==> src/rtl/seg_dac_front.sv <==
module seg_dac_front #(
  parameter int DATA_W   = 10,
  parameter int LSB_W    = 3,
  parameter bit FALL_OUT = 1'b0
) (
  input  logic                              clk,
  input  logic                              rst,
  input  logic [DATA_W-1:0]                 r_code,
  input  logic [DATA_W-1:0]                 g_code,
  input  logic [DATA_W-1:0]                 b_code,
  output logic [(2**(DATA_W-LSB_W))-2:0]    r_unit,
  output logic [LSB_W-1:0]                  r_bin,
  output logic [(2**(DATA_W-LSB_W))-2:0]    g_unit,
  output logic [LSB_W-1:0]                  g_bin,
  output logic [(2**(DATA_W-LSB_W))-2:0]    b_unit,
  output logic [LSB_W-1:0]                  b_bin
);
  localparam int MSB_W = DATA_W - LSB_W;
  localparam int UNITS = (2**MSB_W) - 1;
  localparam int CH    = 3;

  logic [DATA_W-1:0] din   [CH];
  logic [UNITS-1:0]  out_u [CH];
  logic [LSB_W-1:0]  out_b [CH];

  assign din[0] = r_code;
  assign din[1] = g_code;
  assign din[2] = b_code;

  assign r_unit = out_u[0];
  assign r_bin  = out_b[0];
  assign g_unit = out_u[1];
  assign g_bin  = out_b[1];
  assign b_unit = out_u[2];
  assign b_bin  = out_b[2];

  logic [1:0] live;
  always_ff @(posedge clk) begin
    if (rst)              live <= 2'd0;
    else if (live != 2'd3) live <= live + 2'd1;
  end

  for (genvar c = 0; c < CH; c++) begin : g_ch
    logic [DATA_W-1:0] cap;
    logic [UNITS-1:0]  dec;
    logic [UNITS-1:0]  ou;
    logic [LSB_W-1:0]  ob;
    int                wsum;

    always_ff @(posedge clk) begin
      if (rst) cap <= '0;
      else     cap <= din[c];
    end

    always_comb begin
      for (int k = 0; k < UNITS; k++)
        dec[k] = (int'(cap[DATA_W-1:LSB_W]) > k);
    end

    if (FALL_OUT) begin : g_fall
      always_ff @(negedge clk) begin
        if (rst) begin
          ou <= '0;
          ob <= '0;
        end else begin
          ou <= dec;
          ob <= cap[LSB_W-1:0];
        end
      end
    end else begin : g_rise
      always_ff @(posedge clk) begin
        if (rst) begin
          ou <= '0;
          ob <= '0;
        end else begin
          ou <= dec;
          ob <= cap[LSB_W-1:0];
        end
      end
    end

    assign out_u[c] = ou;
    assign out_b[c] = ob;
    assign wsum = ($countones(ou) * (2**LSB_W)) + int'(ob);


    thermo_shape_chk: assert property (@(posedge clk) disable iff (rst)
      ((ou & (ou + 1'b1)) == '0));


    if (FALL_OUT) begin : g_sum_f
      sum_match_chk: assert property (@(posedge clk) disable iff (rst)
        (live >= 2'd1) |-> (wsum == int'($past(din[c]))));
    end else begin : g_sum_r
      sum_match_chk: assert property (@(posedge clk) disable iff (rst)
        (live >= 2'd2) |-> (wsum == int'($past(din[c], 2))));
    end


    monotone_chk: assert property (@(posedge clk) disable iff (rst)
      (live >= 2'd1 && wsum >= $past(wsum)) |-> (($past(ou) & ~ou) == '0));


    reset_clear_chk: assert property (@(posedge clk)
      (rst && $past(rst)) |-> (ou == '0 && ob == '0));
  end
endmodule

==> config.mk <==
export PLATFORM = sky130hd
export DESIGN_NAME = seg_dac_front
export DESIGN_NICKNAME = d
export VERILOG_FILES = /design/src/rtl/seg_dac_front.sv
export SDC_FILE = /design/constraint.sdc
export NUM_CORES = 1
export LEC_CHECK = 0
export BUFFER_PORTS_ARGS = -buffer_cell sky130_fd_sc_hd__buf_2
export CAP_MARGIN = 10
export CELL_PAD_IN_SITES_DETAIL_PLACEMENT = 0
export CELL_PAD_IN_SITES_GLOBAL_PLACEMENT = 1
export CORE_MARGIN = 2
export CORE_UTILIZATION = 40
export DETAILED_ROUTE_END_ITERATION = 8
export GPL_TIMING_DRIVEN = 0
export PLACE_DENSITY = 0.95
export SYNTH_ARGS = -nofsm -noshare
export SYNTH_HDL_FRONTEND = slang
export SYNTH_SLANG_ARGS = --single-unit
==> constraint.sdc <==
create_clock -name clk -period 2.8 [get_ports clk]
set_clock_uncertainty 0.2 [all_clocks]
set_input_delay 0.56 -clock clk [delete_from_list [all_inputs] [get_ports clk]]
set_output_delay 0.56 -clock clk [all_outputs]
set_load 0.01 [all_outputs]
==> out/metrics.json, run 1 <==
{
  "cp_top_family": "buffers and inverters",
  "setup_viol": 0,
  "initial_utilization": 0.4076,
  "final-hold-violation-count": 0,
  "final_net_count": 1729,
  "synth.lib_cells_used.distinct": 49,
  "synth_seq_cells": 420,
  "cts_made_buffers": 41,
  "ys_top_cells_by_area": "dfxtp_1 67%, a21oi_1 9.9%, nor2_1 4.5%",
  "layout.cell_area.non_filler_um2": 16520,
  "cell_with_the_most_instances_on_the_worst_path": "clkbuf_1",
  "clk_transition_reported_paths_ns": 0.06,
  "wl_per_cell_um": 21.16,
  "async_flop_share": 0,
  "critical_path.n_buffers_inverters": 3,
  "detailedPlacementHpwl_um": 33160,
  "critPathCaptureType": "flop",
  "unrepaired_setup_endpoints_after_global_routing": "false",
  "cts_root_cell": "clkbuf_16",
  "synthesis.area_um2": 12500,
  "drc": 0,
  "grt_first_pass_wirelength_um": 66250,
  "outcome": "finished clean",
  "tritoncts_clock_tree": "built",
  "r2r_slack_ns": 0.89,
  "setup_crit_start": "rst",
  "via_density": 5.184,
  "period_needed_ns": 2.173,
  "port_buffers": 421,
  "total_power_mw": 13.11,
  "critical_path_peak_fanout": 10,
  "cp_data_required_time_ns": 2.94,
  "numPlacedInstances": 2050,
  "reg2reg_to": "g_unit[86]",
  "timing.final.crit_share": 0.7762,
  "worst_path_largest_cell_delay_ns": 0.82,
  "grt_pass1_vias": 10790,
  "floorplan.die.height_um": 180.8,
  "timing_max_transition_violations_final": 0,
  "worst_skew_late_latency_ns": 0.52,
  "min_to": "g_ch[2].cap[1]",
  "pd_cells_nw_per_um2": 793.1,
  "cts_setup_buffers": 0,
  "post-route-worst-setup-slack_ns": 0.6266,
  "synth_cells": 1233,
  "transition_time_at_the_pin_with_the_least_slew_margin_ns": 1.092,
  "detailed_place.area_um2": 15100,
  "worst_ir_drop_on_vdd_mv": 0.4471,
  "groute.usage.overall": 0.2641,
  "seq_area_frac_synth": 0.6725,
  "initial_antenna_violation_count": 1,
  "r2r_start": "g_ch[1].cap[3]",
  "max-slew-margin-rel": 0.2719,
  "setup.worst_path.class": "primary input to flop",
  "detailroute.via_count": 11020,
  "antenna_left": 0,
  "tns_ns": 0,
  "layout.cells.non_filler": 2125,
  "synth_largest_area_cell": "dfxtp_1",
  "cap_violations": 0,
  "path_cells": "buf_2, clkbuf_1, clkbuf_1, a21oi_1",
  "reg2regPathDepth": 4,
  "cts_repair_resize_count": 0,
  "synth.avg_cell_area_um2": 10.14,
  "floorplan.rows": 64,
  "dp_worst_setup_slack_ns": 0.01008,
  "holdCritPathClass": "primary input to flop",
  "die_area_um2": 32690,
  "areaGrowthSynthToFinish_pct": 32.18,
  "min_from": "b_code[1]",
  "start_kind": "primary input",
  "routed_wl_um": 44960,
  "boundaryPins": 422,
  "post-synth-top-area-fraction": 0.6725,
  "cts-hold-fix-buffers": 0,
  "globalRoute.totalOverflow": 0,
  "synthFlopType": "dfxtp_1",
  "syn_nets": 1265,
  "drt_pass1_iterations": 5,
  "leakagePower_nw": 7.949,
  "finalWeightedCongestion": 0.9549,
  "synth_enable_flop_cells": 0,
  "antenna_fix_cells": 0,
  "design.core.area_um2": 30670,
  "max-clock-path-buffers": 3,
  "cts_sinks": 420,
  "dr.first_iter.drc_count": 887,
  "grt_max_degree": 15,
  "yosysWarningCount": 0,
  "drive_above_1_share": 0.3412,
  "cts_htree_levels": 2,
  "min_path_cells": 2,
  "fmaxAchievable_mhz": 460.1,
  "cp_slowest_cell": "clkbuf_1",
  "dieWidth_um": 180.8,
  "data_arrival_at_the_endpoint_of_the_critical_path_ns": 2.31
}
[cells in the final DEF (no fill, tap or decap), drive strengths merged]
master,n
and3,6
dfxtp,420
and2,12
o21a,3
o211ai,1
and4,1
clkinvlp,3
o211a,2
a211o,4
inv,25
nand3,8
nand2b,12
o31a,1
bufinv,4
a21o,7
or2,8
clkinv,11
o31ai,4
nor2b,40
or4,4
buf,502
o21ai,50
a221oi,1
or3,9
nand2,60
a211oi,2
nand4,2
a21boi,2
clkbuf,84
a21oi,248
a2111oi,1
nor4,6
nor2,154
a31oi,12
nor3,20
[logic make-up (layout without fill, tap and decap cells)]
kind of cell	count (synthesis)	count (layout)	synth area share
AND/OR/NAND/NOR	342	342	0.1296
AO/OA/AOI/OAI	338	338	0.1450
flip-flops	420	420	0.6725
buffers and inverters	133	629	0.05284
[sequential cells by signal (all words and copies together), names as in the netlist]
register / flops
r_unit: 127
g_unit: 127
b_bin: 3
g_bin: 3
r_bin: 3
b_unit: 127
g_ch.cap: 30
[routing by layer]
layer  vias to the layer above  GRT usage  routed length (um)  share of wire
met5                         -          0                  13        0.00029
li1                       5010          -                   -              -
met3                       109    0.05644                4004          0.089
met4                         2    0.09710                1538          0.034
met1                      5226     0.3391               18270           0.41
met2                       670     0.4377               21140           0.47
[worst max path at each step]
stage	to	slack [ns]	cells after the start
5_1_grt	b_unit[58]	0.53	4
4_1_cts	g_unit[47]	0.55	4
3_5_place_dp	b_unit[6]	0.01	4
2_1_floorplan	b_unit[46]	1.27	4
3_3_place_gp	g_unit[47]	0.01	4
6_report	g_unit[30]	0.63	4
[synth_stat cells (2+ instances only)]
cell      count
a211oi_1      2
nor3_2        3
nor2_1      151
nor2_2        3
a21oi_1     247
o211a_1       2
inv_2         2
dfxtp_1     420
nor3_1       17
buf_6         3
nand4_1       2
or3_1         9
a21boi_0      2
o21ai_1       6
nand3_1       8
buf_2        56
o21a_1        3
o21ai_2       3
and2_1       11
nor4_1        5
o21ai_0      41
inv_1        22
or2_2         6
o31ai_1       4
or4_1         3
and3_1        6
buf_1         4
a31oi_1      12
nand2b_1     12
nor2b_1      40
clkbuf_1     26
a211o_1       4
buf_4        18
nand2_1      59
a21o_1        7
[cell type report]
class                   instances  area (um^2)
repair buffers                421         2107
clock buffers                  57         1219
flip-flops and latches        420         8408
fillers                      2765        14140
well taps                     396        495.5
clock inverters                18        201.4
plain buffers                 108        566.8
inverters                      25        93.84
multi-input cells             680         3433
[metrics by stage]
step / hold WS, ns / utilization
final: 0.04916 / 0.5388
after global routing: 0.03653 / 0.5388
after CTS: 0.02586 / 0.5388
after detailed placement: 0.2270 / 0.4925
after global placement: 0.2222 / 0.4925
after floorplan: 0.2138 / -
[power breakdown]
group	internal [mW]	total (mW)	switching, mW	leakage, nW
sequential	6.22	6.31	0.0835	3.45
clock	3.42	5.68	2.27	0.701
combinational	0.360	1.11	0.753	3.80
(Power assumes the default switching activity.)
==> run 2: changes to the inputs <==
--- a/config.mk
+++ b/config.mk
@@ -10,10 +10,10 @@
 export CELL_PAD_IN_SITES_DETAIL_PLACEMENT = 0
 export CELL_PAD_IN_SITES_GLOBAL_PLACEMENT = 1
 export CORE_MARGIN = 2
-export CORE_UTILIZATION = 40
+export CORE_UTILIZATION = 37
 export DETAILED_ROUTE_END_ITERATION = 8
 export GPL_TIMING_DRIVEN = 0
-export PLACE_DENSITY = 0.95
+export PLACE_DENSITY = 0.89
 export SYNTH_ARGS = -nofsm -noshare
 export SYNTH_HDL_FRONTEND = slang
 export SYNTH_SLANG_ARGS = --single-unit
==> constraint.sdc (replaced) <==
create_clock -name clk -period 2.1 [get_ports clk]
set_clock_uncertainty 0.2 [all_clocks]
set_input_delay 0.42 -clock clk [delete_from_list [all_inputs] [get_ports clk]]
set_output_delay 0.42 -clock clk [all_outputs]
set_load 0.01 [all_outputs]
==> run 2 against run 1 <==
Compared with the run above:
- critical path depth did not move
- combinational power grew 38%
- worst hold slack improved by 0.19 ns
- power rose by 34%
- sequential share of layout area is 1.2 points lower
- non-clock buffer count is 30 higher
- sequential cell count did not move
- count of clock-buffer cells in the layout unchanged
- largest cell class unchanged
- largest power group unchanged
- highest routed layer is now met4
==> out/metrics.json, run 2 (synthesis gave the netlist of run 1 again) <==
{
  "max-clock-path-buffers": 3,
  "layout.cells.non_filler": 2212,
  "boundaryPins": 422,
  "cts_root_cell": "clkbuf_16",
  "cp_data_required_time_ns": 2.26,
  "cts_htree_levels": 2,
  "holdCritPathClass": "flop to flop",
  "port_buffers": 421,
  "drt_pass1_iterations": 6,
  "unrepaired_setup_endpoints_after_global_routing": "false",
  "globalRoute.totalOverflow": 0,
  "outcome": "finished clean",
  "finalWeightedCongestion": 0.9274,
  "floorplan.rows": 67,
  "fmaxAchievable_mhz": 503.5,
  "floorplan.die.height_um": 187.8,
  "grt_max_degree": 16,
  "dr.first_iter.drc_count": 1007,
  "worst_ir_drop_on_vdd_mv": 0.5422,
  "final_net_count": 1761,
  "dieWidth_um": 187.8,
  "transition_time_at_the_pin_with_the_least_slew_margin_ns": 1.026,
  "numPlacedInstances": 2102,
  "initial_antenna_violation_count": 1,
  "pd_cells_nw_per_um2": 1039,
  "setup.worst_path.class": "primary input to flop",
  "leakagePower_nw": 8.079,
  "antenna_left": 0,
  "die_area_um2": 35280,
  "clk_transition_reported_paths_ns": 0.06,
  "cts_sinks": 420,
  "timing.final.crit_share": 0.9457,
  "detailroute.via_count": 11120,
  "routed_wl_um": 45730,
  "timing_max_transition_violations_final": 0,
  "data_arrival_at_the_endpoint_of_the_critical_path_ns": 2.15,
  "fin_worst_hold_slack_ns": 0.2369,
  "worst_skew_late_latency_ns": 0.53,
  "grt_pass1_vias": 10830,
  "groute.usage.overall": 0.2510,
  "max-slew-margin-rel": 0.3159,
  "grt_first_pass_wirelength_um": 67210,
  "setup_viol": 0,
  "drc": 0,
  "period_needed_ns": 1.986,
  "mostFrequentLayoutCells": "477 x buf_2, 420 x dfxtp_1, 247 x a21oi_1",
  "layout_commonest_cell": "buf_2",
  "cts_made_buffers": 43,
  "cap_violations": 0,
  "tritoncts_clock_tree": "built",
  "final-hold-violation-count": 0,
  "cts_setup_buffers": 0,
  "start_kind": "primary input",
  "areaGrowthSynthToFinish_pct": 35.37,
  "detailedPlacementHpwl_um": 33430,
  "critical_path_peak_fanout": 10,
  "wl_per_cell_um": 20.67,
  "initial_utilization": 0.3747,
  "via_density": 5.026,
  "drive_above_1_share": 0.3388,
  "critPathCaptureType": "flop",
  "design.core.area_um2": 33360
}
==> run 2: cell count changes in the layout (fill, tap and decap cells not counted), moves of 2 or more <==
cell,before,now
dlygate4sd3_1,0,30
clkbuf_1,31,27
clkinv_4,0,2
bufinv_16,4,2
diode_2,0,2
clkinv_2,10,7
clkbuf_2,1,4
clkinvlp_4,3,7
clkbuf_16,43,45
==> run 2: critical path, stage by stage <==
cell and delay, ns:
buf_2 0.32, clkbuf_1 0.53, buf_1 0.73, a21oi_1 0.13
==> run 2: routing by layer <==
| layer | part of all wire | global-route usage |
|---|---|---|
| met1 | 0.41 | 0.3206 |
| met2 | 0.47 | 0.4160 |
| met3 | 0.087 | 0.05091 |
| met4 | 0.038 | 0.1015 |
| met5 | 0 | 0 |
==> run 2: worst paths after layout <==
check | start | end | slack (ns) | depth (start not counted)
worst min-delay path | g_ch[0].cap[2] | r_bin[2] | 0.24 | 1
worst min register to register | g_ch[0].cap[2] | r_bin[2] | 0.24 | 1
worst max-delay path | rst | g_unit[29] | 0.11 | 4
worst max register to register | g_ch[1].cap[4] | g_unit[41] | 0.21 | 4
==> run 2: report_power, final <==
group / switching, mW / leakage (nW) / total (mW) / internal (mW)
Clock: 3.17 / 0.697 / 7.64 / 4.48
Combinational: 1.02 / 3.94 / 1.53 / 0.517
Sequential: 0.113 / 3.45 / 8.41 / 8.30
Total: 4.30 / 8.08 / 17.6 / 13.3
==> run 2: final cells by class <==
| class | count | area [um^2] |
|---|---|---|
| Clock buffer | 57 | 1251 |
| Antenna cell | 2 | 5.005 |
| Clock inverter | 21 | 193.9 |
| Sequential cell | 420 | 8408 |
| Multi-Input combinational cell | 680 | 3433 |
| Tap cell | 448 | 560.5 |
| Buffer | 108 | 570.5 |
| Fill cell | 3097 | 16440 |
| Inverter | 25 | 93.84 |
| Timing Repair Buffer | 451 | 2407 |
==> run 2: stage by stage <==
stage / TNS [ns] / utilization / worst slack [ns] / power, mW / area (um^2)
after floorplan: 0 / - / 0.6643 / 9.348 / 12500
after global placement: -33.43 / 0.4547 / -0.5821 / 10.04 / 15170
after detailed placement: -39.41 / 0.4547 / -0.6076 / 10.05 / 15170
after CTS: 0 / 0.5071 / 0.1370 / 17.63 / 16920
after global routing: 0 / 0.5072 / 0.03733 / 18.12 / 16920
final: 0 / 0.5072 / 0.1140 / 17.59 / 16920
==> run 2: repair_timing <==
item / 4_1_cts / 5_1_grt
gates resized for setup: 3 / 0
endpoints found under the setup margin: 7 / 0
hold buffers: 30 / 0
endpoints found under the hold margin: 30 / 0
==> run 3: changes to the inputs <==
--- a/config.mk
+++ b/config.mk
@@ -5,12 +5,11 @@
 export SDC_FILE = /design/constraint.sdc
 export NUM_CORES = 1
 export LEC_CHECK = 0
+export ABC_CLOCK_PERIOD_IN_PS = 2050
 export BUFFER_PORTS_ARGS = -buffer_cell sky130_fd_sc_hd__buf_2
 export CAP_MARGIN = 10
-export CELL_PAD_IN_SITES_DETAIL_PLACEMENT = 0
-export CELL_PAD_IN_SITES_GLOBAL_PLACEMENT = 1
 export CORE_MARGIN = 2
-export CORE_UTILIZATION = 37
+export CORE_UTILIZATION = 49
 export DETAILED_ROUTE_END_ITERATION = 8
 export GPL_TIMING_DRIVEN = 0
 export PLACE_DENSITY = 0.89
==> constraint.sdc (replaced) <==
create_clock -name clk -period 2.05 [get_ports clk]
set_clock_uncertainty 0.2 [all_clocks]
set_input_delay 0.41 -clock clk [delete_from_list [all_inputs] [get_ports clk]]
set_output_delay 0.41 -clock clk [all_outputs]
set_load 0.01 [all_outputs]
==> run 3 against run 2 <==
Compared with the run above:
- sequential share of layout area is 0.69 points higher
- die area fell by 24%
- design area fell by 1.4%
- sequential power is 2.5% higher
- via count is 4.5% higher
- wire length shrank 0.42%
- non-clock buffer count unchanged
- utilization is 16 points higher
- largest cell class unchanged
- combinational power increased by 3%
- global-route usage rose by 7.1 points
- critical path type unchanged
- critical path depth did not move
- final cell count decreased by 5.8%
==> out/metrics.json, run 3 (synthesis gave the netlist of run 1 again) <==
{
  "drive_above_1_share": 0.3330,
  "max-clock-path-buffers": 3,
  "critical_path_peak_fanout": 10,
  "switchingPower_mw": 4.281,
  "antenna_left": 0,
  "design.core.area_um2": 25110,
  "dieWidth_um": 163.7,
  "final_net_count": 1758,
  "grt_pass1_vias": 11040,
  "floorplan.rows": 58,
  "fmaxAchievable_mhz": 521.1,
  "initial_antenna_violation_count": 1,
  "comb_power_share": 0.088,
  "detailroute.via_count": 11610,
  "finalWeightedCongestion": 0.9804,
  "cts_htree_levels": 2,
  "power_frac_seq": 0.481,
  "holdCritPathClass": "flop to flop",
  "cts_made_buffers": 40,
  "start_kind": "primary input",
  "post-route-worst-setup-slack_ns": 0.1311,
  "tns_ns": 0,
  "cts_root_cell": "clkbuf_16",
  "cap_violations": 0,
  "switching_share": 0.2388,
  "detailedPlacementHpwl_um": 31240,
  "grt_max_degree": 17,
  "pd_cells_nw_per_um2": 1074,
  "leakagePower_nw": 8.056,
  "transition_time_at_the_pin_with_the_least_slew_margin_ns": 1.111,
  "clock_power_share": 0.431,
  "setup.worst_path.class": "primary input to flop",
  "routed_wl_um": 45530,
  "unrepaired_setup_endpoints_after_global_routing": "false",
  "setup_viol": 0,
  "groute.usage.overall": 0.3215,
  "dp_worst_setup_slack_ns": -0.3843,
  "final-hold-violation-count": 0,
  "initial_utilization": 0.4979,
  "critPathCaptureType": "flop",
  "p_int_mw": 13.64,
  "numPlacedInstances": 1984,
  "areaGrowthSynthToFinish_pct": 33.53,
  "worst_ir_drop_on_vdd_mv": 0.8068,
  "port_buffers": 421,
  "globalRoute.totalOverflow": 0,
  "layout.cells.non_filler": 2084,
  "outcome": "finished clean",
  "detailed_place.area_um2": 15020,
  "final.fill_count": 1870,
  "data_arrival_at_the_endpoint_of_the_critical_path_ns": 2.06,
  "max-slew-margin-rel": 0.2596,
  "antenna_fix_cells": 0,
  "worst_skew_late_latency_ns": 0.52,
  "cts_repair_resize_count": 0,
  "clk_transition_reported_paths_ns": 0.06,
  "floorplan.die.height_um": 163.7,
  "dr.first_iter.drc_count": 1363,
  "layout_commonest_cell": "buf_2",
  "timing_max_transition_violations_final": 0,
  "tritoncts_clock_tree": "built",
  "wl_per_cell_um": 21.85,
  "layout.cell_area.non_filler_um2": 16690,
  "die_area_um2": 26810,
  "cp_data_required_time_ns": 2.19,
  "cts_sinks": 420,
  "via_density": 5.573,
  "mostFrequentLayoutCells": "477 x buf_2, 420 x dfxtp_1, 247 x a21oi_1",
  "grt_first_pass_wirelength_um": 65040,
  "drc": 0,
  "boundaryPins": 422,
  "timing.final.crit_share": 0.9360,
  "period_needed_ns": 1.919,
  "final_util": 0.6648,
  "drt_pass1_iterations": 8
}
## run 3: worst max-delay path, stage by stage
cell	delay [ns]
buf_2	0.28
clkbuf_1	0.41
buf_1	0.79
a21oi_1	0.17
## run 3: final timing paths
check	cells past startpoint	slack, ns	start	to
worst max-delay path	4	0.13	rst	b_unit[57]
worst min-delay path	1	0.26	g_ch[2].cap[0]	b_bin[0]
worst max register to register	4	0.15	g_ch[1].cap[4]	g_unit[41]
worst min register to register	1	0.26	g_ch[2].cap[0]	b_bin[0]
## run 3: layout make-up
type,count,area [um^2],area share
Timing Repair Buffer,451,2407,0.1442
Clock inverter,18,254.0,0.01522
Inverter,25,93.84,0.005621
Sequential cell,420,8408,0.5037
Multi-Input combinational cell,680,3433,0.2057
Clock buffer,52,1117,0.06693
Tap cell,330,412.9,0.02473
Buffer,108,566.8,0.03395
## run 3: timing repair
| item | CTS | global route |
|---|---|---|
| hold buffers | 30 | 0 |
| endpoints found under the hold margin | 30 | 0 |
| buffers inserted | 0 | 0 |
## run 3: per-layer routing
metal  share of wire  wire, um  up-vias  global-route usage
met1            0.37     16620     5443              0.3825
met4           0.055      2504        2              0.1631
met5         0.00029        13        -                   0
met3            0.11      4943      187             0.08687
li1                -         -     5064                   -
met2            0.47     21450      918              0.5355
## run 3: power by group through the flow
| stage | Combinational (mW) | Sequential, mW | Clock (mW) |
|---|---|---|---|
| after floorplan | 0.640 | 8.94 | 0 |
| after global placement | 1.46 | 8.79 | 0 |
| after detailed placement | 1.47 | 8.79 | 0 |
| after CTS | 1.54 | 8.61 | 7.73 |
| after global routing | 1.67 | 8.64 | 8.04 |
| final | 1.58 | 8.62 | 7.72 |
## run 3: metrics by stage
stage	hold WS (ns)	power (mW)
2_1_floorplan	0.2138	9.576
3_3_place_gp	0.2201	10.24
3_5_place_dp	0.2277	10.26
4_1_cts	0.2424	17.89
5_1_grt	0.2617	18.35
6_report	0.2570	17.92
